### src/rtl/rseq_pkg.sv
package rseq_pkg;

  typedef enum logic [2:0] {
    PH_IDLE,
    PH_BIAS,
    PH_RAMP,
    PH_SETTLE,
    PH_ON,
    PH_DRAIN
  } phase_e;

  // Counter width covering bias, ramp stamps and mirrored drain times.
  function automatic int cnt_bits(int nslots, int unit, int bias, int nr);
    int mx;
    mx = (nslots + 1) * unit + nr + 2;
    if (bias + 1 > mx) mx = bias + 1;
    return $clog2(mx + 1);
  endfunction

endpackage

### src/rtl/rseq_ctrl.sv
module rseq_ctrl
  import rseq_pkg::*;
#(
  parameter int NR      = 6,
  parameter int PG_CLKS = 16
) (
  input  logic          clk,
  input  logic          rst_n,
  input  logic          uv_ok,
  input  logic          en,
  input  logic          ack,
  input  logic          bias_done,
  input  logic          all_on,
  input  logic          none_on,
  input  logic [NR-1:0] dis_cfg,
  output phase_e        phase,
  output logic          clr,
  output logic          load_top,
  output logic          pg,
  output logic          irq,
  output logic [NR-1:0] dis
);

  localparam int PW = $clog2(PG_CLKS + 1);

  phase_e        state_q, state_d;
  logic [PW-1:0] pgc_q, pgc_d;
  logic          irq_q, irq_d;
  logic          enter_on;

  always_comb begin
    state_d = state_q;
    unique case (state_q)
      PH_IDLE:   if (en) state_d = PH_BIAS;
      PH_BIAS:   if (!en) state_d = PH_DRAIN;
                 else if (bias_done) state_d = PH_RAMP;
      PH_RAMP:   if (!en) state_d = PH_DRAIN;
                 else if (all_on) state_d = PH_SETTLE;
      PH_SETTLE: if (!en) state_d = PH_DRAIN;
                 else if (pgc_q == PW'(PG_CLKS - 1)) state_d = PH_ON;
      PH_ON:     if (!en) state_d = PH_DRAIN;
      PH_DRAIN:  if (none_on) state_d = PH_IDLE;
      default:   state_d = PH_IDLE;
    endcase

    pgc_d    = (state_q == PH_SETTLE) ? pgc_q + PW'(1) : '0;
    enter_on = (state_q == PH_SETTLE) && (state_d == PH_ON);

    if (enter_on)         irq_d = 1'b1;
    else if (ack || !en)  irq_d = 1'b0;
    else                  irq_d = irq_q;

    clr      = (state_d != state_q);
    load_top = (state_d == PH_DRAIN) && (state_q != PH_DRAIN);
  end

  always_ff @(posedge clk or negedge rst_n) begin
    if (!rst_n) begin
      state_q <= PH_IDLE;
      pgc_q   <= '0;
      irq_q   <= 1'b0;
    end else if (!uv_ok) begin
      state_q <= PH_IDLE;
      pgc_q   <= '0;
      irq_q   <= 1'b0;
    end else begin
      state_q <= state_d;
      pgc_q   <= pgc_d;
      irq_q   <= irq_d;
    end
  end

  assign phase = state_q;
  assign pg    = (state_q == PH_ON);
  assign irq   = irq_q;
  assign dis   = pg ? dis_cfg : '1;

endmodule

### src/rtl/rseq_sched.sv
module rseq_sched
  import rseq_pkg::*;
#(
  parameter int NR   = 6,
  parameter int SW   = 3,
  parameter int UNIT = 128,
  parameter int BIAS = 64,
  parameter int CW   = 11
) (
  input  logic             clk,
  input  logic             rst_n,
  input  logic             uv_ok,
  input  logic             en,
  input  logic             tick,
  input  phase_e           phase,
  input  logic             clr,
  input  logic             load_top,
  input  logic [NR*SW-1:0] slot_cfg,
  output logic [NR-1:0]    rail,
  output logic             bias_done,
  output logic             all_on,
  output logic             none_on
);

  logic [CW-1:0] cnt_q, cnt_d, cnt_inc;
  logic [CW-1:0] top_q, top_d, top_max;
  logic [CW-1:0] stamp_q [NR];
  logic [CW-1:0] stamp_d [NR];
  logic [CW-1:0] start_at [NR];
  logic [CW:0]   off_sum [NR];
  logic [CW:0]   off_lim;
  logic [NR-1:0] rail_q, rail_d, due_on, due_off;
  logic          counting;

  assign cnt_inc  = cnt_q + CW'(1);
  assign off_lim  = {1'b0, top_q} + (CW+1)'(UNIT);
  assign counting = tick && (phase == PH_BIAS || phase == PH_RAMP || phase == PH_DRAIN);

  // Per-rail start time, due flags for start and mirrored release.
  for (genvar r = 0; r < NR; r++) begin : g_rail
    assign start_at[r] = (CW'(slot_cfg[r*SW +: SW]) + CW'(1)) * CW'(UNIT);
    assign due_on[r]   = !rail_q[r] && (start_at[r] <= cnt_inc);
    assign off_sum[r]  = {1'b0, stamp_q[r]} + {1'b0, cnt_inc};
    assign due_off[r]  = rail_q[r] && (off_sum[r] >= off_lim);
  end

  always_comb begin
    top_max = '0;
    for (int r = 0; r < NR; r++) begin
      if (rail_q[r] && (stamp_q[r] > top_max)) top_max = stamp_q[r];
    end
  end

  always_comb begin
    logic found;
    found   = 1'b0;
    rail_d  = rail_q;
    stamp_d = stamp_q;
    if (phase == PH_RAMP && en && tick) begin
      for (int r = 0; r < NR; r++) begin
        if (!found && due_on[r]) begin
          found      = 1'b1;
          rail_d[r]  = 1'b1;
          stamp_d[r] = cnt_inc;
        end
      end
    end
    if (phase == PH_DRAIN && tick) rail_d = rail_q & ~due_off;

    if (clr)           cnt_d = '0;
    else if (counting) cnt_d = cnt_inc;
    else               cnt_d = cnt_q;

    top_d = load_top ? top_max : top_q;
  end

  always_ff @(posedge clk or negedge rst_n) begin
    if (!rst_n) begin
      cnt_q  <= '0;
      top_q  <= '0;
      rail_q <= '0;
      for (int r = 0; r < NR; r++) stamp_q[r] <= '0;
    end else if (!uv_ok) begin
      cnt_q  <= '0;
      top_q  <= '0;
      rail_q <= '0;
      for (int r = 0; r < NR; r++) stamp_q[r] <= '0;
    end else begin
      cnt_q  <= cnt_d;
      top_q  <= top_d;
      rail_q <= rail_d;
      for (int r = 0; r < NR; r++) stamp_q[r] <= stamp_d[r];
    end
  end

  assign rail      = rail_q;
  assign bias_done = tick && (cnt_q == CW'(BIAS - 1));
  assign all_on    = &rail_q;
  assign none_on   = ~|rail_q;

endmodule

### src/rtl/rseq_blank.sv
module rseq_blank #(
  parameter int BLANK = 50
) (
  input  logic clk,
  input  logic rst_n,
  input  logic uv_ok,
  input  logic tick,
  output logic rdy
);

  localparam int BW = $clog2(BLANK + 1);

  logic [BW-1:0] cnt_q, cnt_d;
  logic          at_end;

  assign at_end = (cnt_q == BW'(BLANK));

  always_comb begin
    cnt_d = cnt_q;
    if (tick && !at_end) cnt_d = cnt_q + BW'(1);
  end

  always_ff @(posedge clk or negedge rst_n) begin
    if (!rst_n)      cnt_q <= '0;
    else if (!uv_ok) cnt_q <= '0;
    else             cnt_q <= cnt_d;
  end

  assign rdy = at_end;

endmodule

### src/rtl/rail_seq.sv
module rail_seq
  import rseq_pkg::*;
#(
  parameter int NUM_RAILS   = 6,
  parameter int SLOT_W      = 3,
  parameter int UNIT_TICKS  = 128,
  parameter int BIAS_TICKS  = 64,
  parameter int BLANK_TICKS = 50,
  parameter int PG_CLKS     = 16
) (
  input  logic                        clk,
  input  logic                        rst_n,
  input  logic                        en_i,
  input  logic                        uv_ok_i,
  input  logic                        tick_i,
  input  logic [NUM_RAILS*SLOT_W-1:0] slot_cfg_i,
  input  logic [NUM_RAILS-1:0]        dis_cfg_i,
  input  logic                        pg_ack_i,
  output logic [NUM_RAILS-1:0]        rail_en_o,
  output logic [NUM_RAILS-1:0]        dis_o,
  output logic                        pg_o,
  output logic                        pg_irq_o,
  output logic                        bus_rdy_o
);

  localparam int NUM_SLOTS = 1 << SLOT_W;
  localparam int CW        = cnt_bits(NUM_SLOTS, UNIT_TICKS, BIAS_TICKS, NUM_RAILS);

  logic [1:0] rst_sync_q;
  logic       rst_int_n;
  phase_e     phase;
  logic       clr, load_top, bias_done, all_on, none_on;

  always_ff @(posedge clk or negedge rst_n) begin
    if (!rst_n) rst_sync_q <= 2'b00;
    else        rst_sync_q <= {rst_sync_q[0], 1'b1};
  end
  assign rst_int_n = rst_sync_q[1];

  rseq_ctrl #(
    .NR      (NUM_RAILS),
    .PG_CLKS (PG_CLKS)
  ) u_ctrl (
    .clk       (clk),
    .rst_n     (rst_int_n),
    .uv_ok     (uv_ok_i),
    .en        (en_i),
    .ack       (pg_ack_i),
    .bias_done (bias_done),
    .all_on    (all_on),
    .none_on   (none_on),
    .dis_cfg   (dis_cfg_i),
    .phase     (phase),
    .clr       (clr),
    .load_top  (load_top),
    .pg        (pg_o),
    .irq       (pg_irq_o),
    .dis       (dis_o)
  );

  rseq_sched #(
    .NR   (NUM_RAILS),
    .SW   (SLOT_W),
    .UNIT (UNIT_TICKS),
    .BIAS (BIAS_TICKS),
    .CW   (CW)
  ) u_sched (
    .clk       (clk),
    .rst_n     (rst_int_n),
    .uv_ok     (uv_ok_i),
    .en        (en_i),
    .tick      (tick_i),
    .phase     (phase),
    .clr       (clr),
    .load_top  (load_top),
    .slot_cfg  (slot_cfg_i),
    .rail      (rail_en_o),
    .bias_done (bias_done),
    .all_on    (all_on),
    .none_on   (none_on)
  );

  rseq_blank #(
    .BLANK (BLANK_TICKS)
  ) u_blank (
    .clk   (clk),
    .rst_n (rst_int_n),
    .uv_ok (uv_ok_i),
    .tick  (tick_i),
    .rdy   (bus_rdy_o)
  );

endmodule

### config.mk
export PLATFORM = sky130hd
export DESIGN_NAME = rail_seq
export DESIGN_NICKNAME = d
export VERILOG_FILES = /design/src/rtl/rseq_pkg.sv /design/src/rtl/rseq_ctrl.sv /design/src/rtl/rseq_sched.sv /design/src/rtl/rseq_blank.sv /design/src/rtl/rail_seq.sv
export SDC_FILE = /design/constraint.sdc
export NUM_CORES = 1
export LEC_CHECK = 0
export ABC_AREA = 1
export ABC_CLOCK_PERIOD_IN_PS = 8690
export BUFFER_PORTS_ARGS = -buffer_cell sky130_fd_sc_hd__clkbuf_2
export CORE_AREA = 4 4 148 150
export DETAILED_ROUTE_END_ITERATION = 16
export DIE_AREA = 0 0 152 154
export GPL_TIMING_DRIVEN = 0
export PLACE_DENSITY = 0.82
export SYNTH_ARGS = -nofsm -noshare
export SYNTH_HDL_FRONTEND = slang
export SYNTH_HIERARCHICAL = 1
export SYNTH_SLANG_ARGS = --single-unit
### constraint.sdc
create_clock -name clk -period 8.69 [get_ports clk]
set_input_delay 1.738 -clock clk [delete_from_list [all_inputs] [get_ports clk]]
set_output_delay 1.738 -clock clk [all_outputs]
set_load 0.01 [all_outputs]
# Yosys cells after proc, flatten, opt, wreduce, memory -nomap -nowiden
# Index checks and enable logic that the tools add are counted.
# Widths: inputs -> output; s select.
[op_classes]
addsub = 16
order_cmp = 18
n_eq_ne = 30
n_mux = 57
bitwise_logic = 2
reduce_logical = 62
[op_table]
columns = ["op", "n"]
rows = [
  ["$mux 11", 17],
  ["$mux 66", 2],
  ["$add 11x11->12", 6],
  ["$ge 12x12->1", 6],
  ["$le 11x11->1", 6],
  ["$gt 11x11->1", 5],
  ["$mux 6", 6],
  ["$logic_and 1x1->1", 31],
  ["$mux 3", 10],
  ["$ne 3x1->1 const B", 9],
  ["$add 3x1->4 const B", 6],
  ["$reduce_and 2->1", 12],
  ["$mux 1", 19],
  ["$ne 2x1->1 const B", 9],
  ["$pmux 3 s6", 1],
  ["$logic_not 1->1", 13],
  ["$add 11x8->12 const B", 1],
  ["$eq 3x3->1 const B", 4],
  ["$add 11x1->11 const B", 1],
  ["$eq 11x6->1 const B", 1],
  ["$gt 11x1->1 const B", 1],
  ["$mux 5", 2],
  ["$add 6x1->6 const B", 1],
  ["$and 6x6->6", 1],
  ["12 further kinds", 15],
]
[totals]
ff_bits = 111
in_bits = 30
out_inout_bits = 15
word_cells = 204

# Logic depth before layout (Yosys ltp)
[depth]
ltp_word = 27
mapped_depth = 74
depth_no_buf = 67

# Hierarchy
# The synthesis kept the hierarchy.
[modules_own_cells]
columns = ["mod", "n_inst", "cells_per_inst", "area_each_um2", "seq_area_each_um2"]
rows = [
  ["rseq_sched", 1, 1471, 11180.7, 2352.3],
  ["rseq_ctrl", 1, 96, 638.1, 225.2],
  ["rseq_blank", 1, 49, 372.9, 150.1],
  ["rail_seq", 1, 3, 53.8, 50.0],
]

# Worst setup path after synthesis
# Ideal clock, no wire load.
[synth_path]
path_type = "reg-to-reg"
startpoint = "register u_sched/stamp_q[56] (netlist bit)"
endpoint = "register u_sched.top_q[10]"
setup_time_ps = 116
arrival_time_ps = 8467
required_ps = 8574
path_slack_ps = 106
stages_incl_launch_ff = 71
path_buffers = 7
period_less_slack_ps = 8584
path_cell_list = "dfrtp_1 > nor2_1 > nand2_1 > nor2_1 > nand2_1 > nand2_2 > inv_1 > nand2_1 > ha_1 > nand2_1 > nor2_1 > nand2_2 > o21ai_2 > inv_2 > nand2_4 > buf_6 > clkbuf_1 > o21ai_0 > (+35 left out) > o21a_1 > o21ai_0 > nand2_1 > inv_1 > dlygate4sd3_1 > nand2_1 > and2_1 > ha_1 > nand4_1 > nor3_1 > nand2_1 > o2111ai_1 > nand3_1 > buf_2 > o21ai_0 > inv_1 > nand2_1 > nand2_1"
[synth_via]
elab_chain_len = 20
[synth_rtl]
columns = ["element", "line", "text"]
rows = [
  ["from (decl)", "rseq_sched.sv:27", "logic [CW-1:0] stamp_q [NR];"],
  ["$gt 11x1->1", "rseq_sched.sv:50", "if (rail_q[r] && (stamp_q[r] > top_max)) top_max = stamp_q[r];"],
  ["$logic_and 1x1->1", "rseq_sched.sv:50", ""],
  ["$mux 11 (*)", "rseq_sched.sv:50", ""],
  ["$gt 11x11->1", "rseq_sched.sv:50", ""],
  ["$logic_and 1x1->1", "rseq_sched.sv:50", ""],
  ["$mux 11 (*)", "rseq_sched.sv:50", ""],
  ["$gt 11x11->1", "rseq_sched.sv:50", ""],
  ["$logic_and 1x1->1", "rseq_sched.sv:50", ""],
  ["(+4 left out)", "n/a", ""],
  ["$gt 11x11->1", "rseq_sched.sv:50", ""],
  ["$logic_and 1x1->1", "rseq_sched.sv:50", ""],
  ["$mux 11 (*)", "rseq_sched.sv:50", ""],
  ["$gt 11x11->1", "rseq_sched.sv:50", ""],
  ["$logic_and 1x1->1", "rseq_sched.sv:50", ""],
  ["$mux 11 (*)", "rseq_sched.sv:50", ""],
  ["$mux 11 (*)", "rseq_sched.sv:74", "top_d = load_top ? top_max : top_q;"],
  ["$mux 11 (*)", "rseq_sched.sv:83", "end else if (!uv_ok) begin"],
  ["to (signal assigned)", "rseq_sched.sv:90", "top_q <= top_d;"],
  ["to (decl)", "rseq_sched.sv:26", "logic [CW-1:0] top_q, top_d, top_max;"],
]
# Mark *: on every way between the ends. The rest lies on a longest branch, timed or not. The select of a mux whose other input is x is not followed.
# A chain may end at the register's enable or synchronous reset.

# Final worst setup path
[layout_path]
startpoint = "register u_sched/stamp_q[64] (netlist bit)"
endpoint = "register u_sched.top_q[1]"
# The elaborated chain is that of the path after synthesis.

==> flow_summary.json <==
{
  "min_period_ps": 8650,
  "hold_buffers": 0,
  "path_clk_slew_ps": 90,
  "port_buffers": 44,
  "postSynth.asyncResetShare": 1.00,
  "fin_nets": 1978,
  "finalMaxSlewViolations": 0,
  "initial_core_util": 0.592,
  "synth-edff-count": 0,
  "drtIter0Drc": 1073,
  "p_sw_mw": 0.732,
  "grt_use_total": 0.281,
  "endpoint_kind": "register",
  "ant_nets": 0,
  "critical_path_class": "register to register",
  "p_int_mw": 1.06,
  "p_total_mw": 1.80,
  "overflow": 0,
  "r2r_start": "u_sched/stamp_q[64]$_DFFE_PN0P_",
  "p_sw_frac": 0.407,
  "post_drt_wl_per_cell_um": 18.0,
  "final_common_cell": "nand2_1",
  "max_slew_margin": 0.296,
  "synth_area_leaders": "ha_1 (23%), dfrtp_1 (23%), nand2_1 (10%)",
  "outcome": "finished clean",
  "finalSetupTns_ps": 0,
  "syn_nets": 1881,
  "max_clock_freq_mhz": 116,
  "start_kind": "register",
  "hp-class": "register to asynchronous set/reset pin",
  "cp_num_buf_inv": 11,
  "wirelength_um": 35900,
  "critPathSlowestCell": "dfrtp_1",
  "synth_top_area_share": 0.231,
  "pre_cts_slack_ps": -1870,
  "max_stage_delay_ps": 410,
  "setup_slack_ps": 38.4,
  "fin_crit_sh": 0.996,
  "vdd_drop_max_v": 0.000105,
  "placementRows": 53,
  "fin_skew_ps": 11.6,
  "grt_max_degree": 67,
  "setup_viol": 0,
  "die_w_um": 152,
  "synthCells": 1619,
  "coreArea_um2": 20700,
  "hpwl_um": 27000,
  "tritoncts": "built",
  "die_h_um": 154,
  "clockPowerShare": 0.237,
  "final_cell_mix": "nand2_1 (313), inv_1 (224), ha_1 (215), dfrtp_1 (110), a21oi_1 (108)",
  "critPathTopFamily": "simple AND/OR/NAND/NOR gates",
  "insertion_delay_ps": 370,
  "synth_cell_type_count": 56,
  "rr_endpoint": "u_sched/top_q[1]$_DFFE_PN0P_",
  "worst_slew_pin_slew_ps": 1050,
  "io_pins": 45,
  "cp_data_arrival_time_ps": 8920,
  "antennaDiodeCount": 0,
  "synthToLayoutAreaGrowth_pct": 13.8,
  "dieArea_um2": 23400,
  "worst_path_most_repeated_cell": "nand2_1",
  "antenna_found_initial": 0,
  "required_ps": 8950,
  "route.detailed.drc": 0,
  "cts-htree-levels": 3,
  "layout-drive-gt1-share": 0.162,
  "cap_violations": 0,
  "via_per_inst": 5.92,
  "final_hold_viol_count": 0,
  "cts_max_path_buffers": 2,
  "synth_area_um2": 12200,
  "syn_area_per_cell_um2": 7.56,
  "synth_top_area_cell": "ha_1",
  "cts.sinks": 111,
  "grt_pass1_vias": 11135,
  "power_frac_comb": 0.455,
  "worst_r2r_path_depth": 70,
  "dr.pass1.iters": 7,
  "cts-root-buf": "clkbuf_16",
  "power_density_nw_per_um2": 129,
  "gp_congestion": 0.939,
  "pwr-share-seq": 0.309,
  "critPathMaxFanout": 10,
  "cts_buffers": 9,
  "ys.warnings.count": 6,
  "vias": 11826,
  "p_leak_nw": 7.44,
  "seq_area_frac_synth": 0.227,
  "ys_seq_elements": 111,
  "grt_first_pass_wirelength_um": 53800,
  "synthFlopType": "dfrtp_1",
  "reg2reg_slack_ps": 40
}
## synthesized netlist by cell type (5+ instances only)
| master | number |
|---|---|
| xnor2_1 | 20 |
| a21o_1 | 6 |
| nor3_1 | 13 |
| ha_1 | 226 |
| inv_2 | 9 |
| dfrtp_1 | 111 |
| fa_1 | 6 |
| buf_6 | 8 |
| a21oi_1 | 114 |
| nor2_4 | 5 |
| or2_2 | 8 |
| o22ai_1 | 12 |
| clkbuf_1 | 10 |
| and2_1 | 14 |
| o21bai_1 | 23 |
| a211oi_1 | 9 |
| nand4_1 | 26 |
| xor2_1 | 45 |
| o21a_1 | 12 |
| inv_1 | 227 |
| nand2_1 | 331 |
| nor2_1 | 86 |
| o21ai_0 | 121 |
| o21ai_1 | 10 |
| nand3_2 | 30 |
| nand2_4 | 16 |
| nand2_2 | 11 |
| o211ai_1 | 5 |
| nand3_1 | 57 |
## cell families after synthesis
family                   count (synthesis)  synth area share
XOR/XNOR                                65            0.0465
AND/OR/NAND/NOR                        614             0.242
AO/OA/AOI/OAI                          330             0.153
buffers and inverters                  266            0.0904
flip-flops                             111             0.227
other                                    1          0.000306
adder cells (fa/ha/maj)                232             0.241
## worst max path at each step
stage,endpoint,slack (ps),cells past startpoint,startpoint
2_1_floorplan,u_sched/top_q[10]$_DFFE_PN0P_,110,70,u_sched/stamp_q[56]$_DFFE_PN0P_
3_3_place_gp,u_sched/top_q[9]$_DFFE_PN0P_,-1600,70,u_sched/stamp_q[56]$_DFFE_PN0P_
3_5_place_dp,u_sched/top_q[10]$_DFFE_PN0P_,-1870,69,u_sched/stamp_q[65]$_DFFE_PN0P_
4_1_cts,u_sched/top_q[2]$_DFFE_PN0P_,1,69,u_sched/stamp_q[56]$_DFFE_PN0P_
5_1_grt,u_sched/top_q[1]$_DFFE_PN0P_,-340,72,u_sched/stamp_q[60]$_DFFE_PN0P_
6_report,u_sched/top_q[1]$_DFFE_PN0P_,40,70,u_sched/stamp_q[64]$_DFFE_PN0P_
## power by group through the flow
stage	combinational, mW	clock (mW)	sequential, mW
global placement	0.610	0	0.570
global route	0.888	0.456	0.557
finish	0.817	0.425	0.554
CTS	0.677	0.431	0.554
detailed placement	0.642	0	0.564
floorplan	0.477	0	0.561
## sequential cells by signal, summed over array words and instances (netlist names)
register	flops
rst_sync_q	2
u_blank/cnt_q	6
u_ctrl/irq	1
u_ctrl/pgc_q	5
u_ctrl/phase	3
u_sched/cnt_q	11
u_sched/rail	6
u_sched/stamp_q	66
u_sched/top_q	11
## per-stage QoR
stage,instances,util,cell area (um2),hold WS (ps)
floorplan,1619,-,12200,331
global placement,1938,0.619,12800,337
detailed placement,1939,0.621,12800,342
CTS,1970,0.645,13400,361
global route,1996,0.673,13900,365
finish,1996,0.673,13900,352
## timing repair
item / CTS / global route
buffers inserted: 15 / 22
pin swaps: 13 / 26
cloned: 1 / 5
resized for setup: 44 / 85
endpoints found under the setup margin: 11 / 11
## final cells by class
cell class | count | area, um2
repair buffers | 87 | 621
clock buffers | 9 | 225
inverters | 238 | 905
flip-flops and latches | 111 | 2780
fillers | 1622 | 6760
plain buffers | 26 | 223
clock inverters | 7 | 62.6
well taps | 275 | 344
multi-input cells | 1243 | 8770
## layer usage
metal	routed length, um	vias to the layer above	GRT usage
met5	0	-	0
met2	17600	516	0.497
met1	14100	5526	0.342
met3	2290	162	0.0357
li1	-	5622	-
met4	1920	0	0.124
Power figures use the tool's default switching activity.
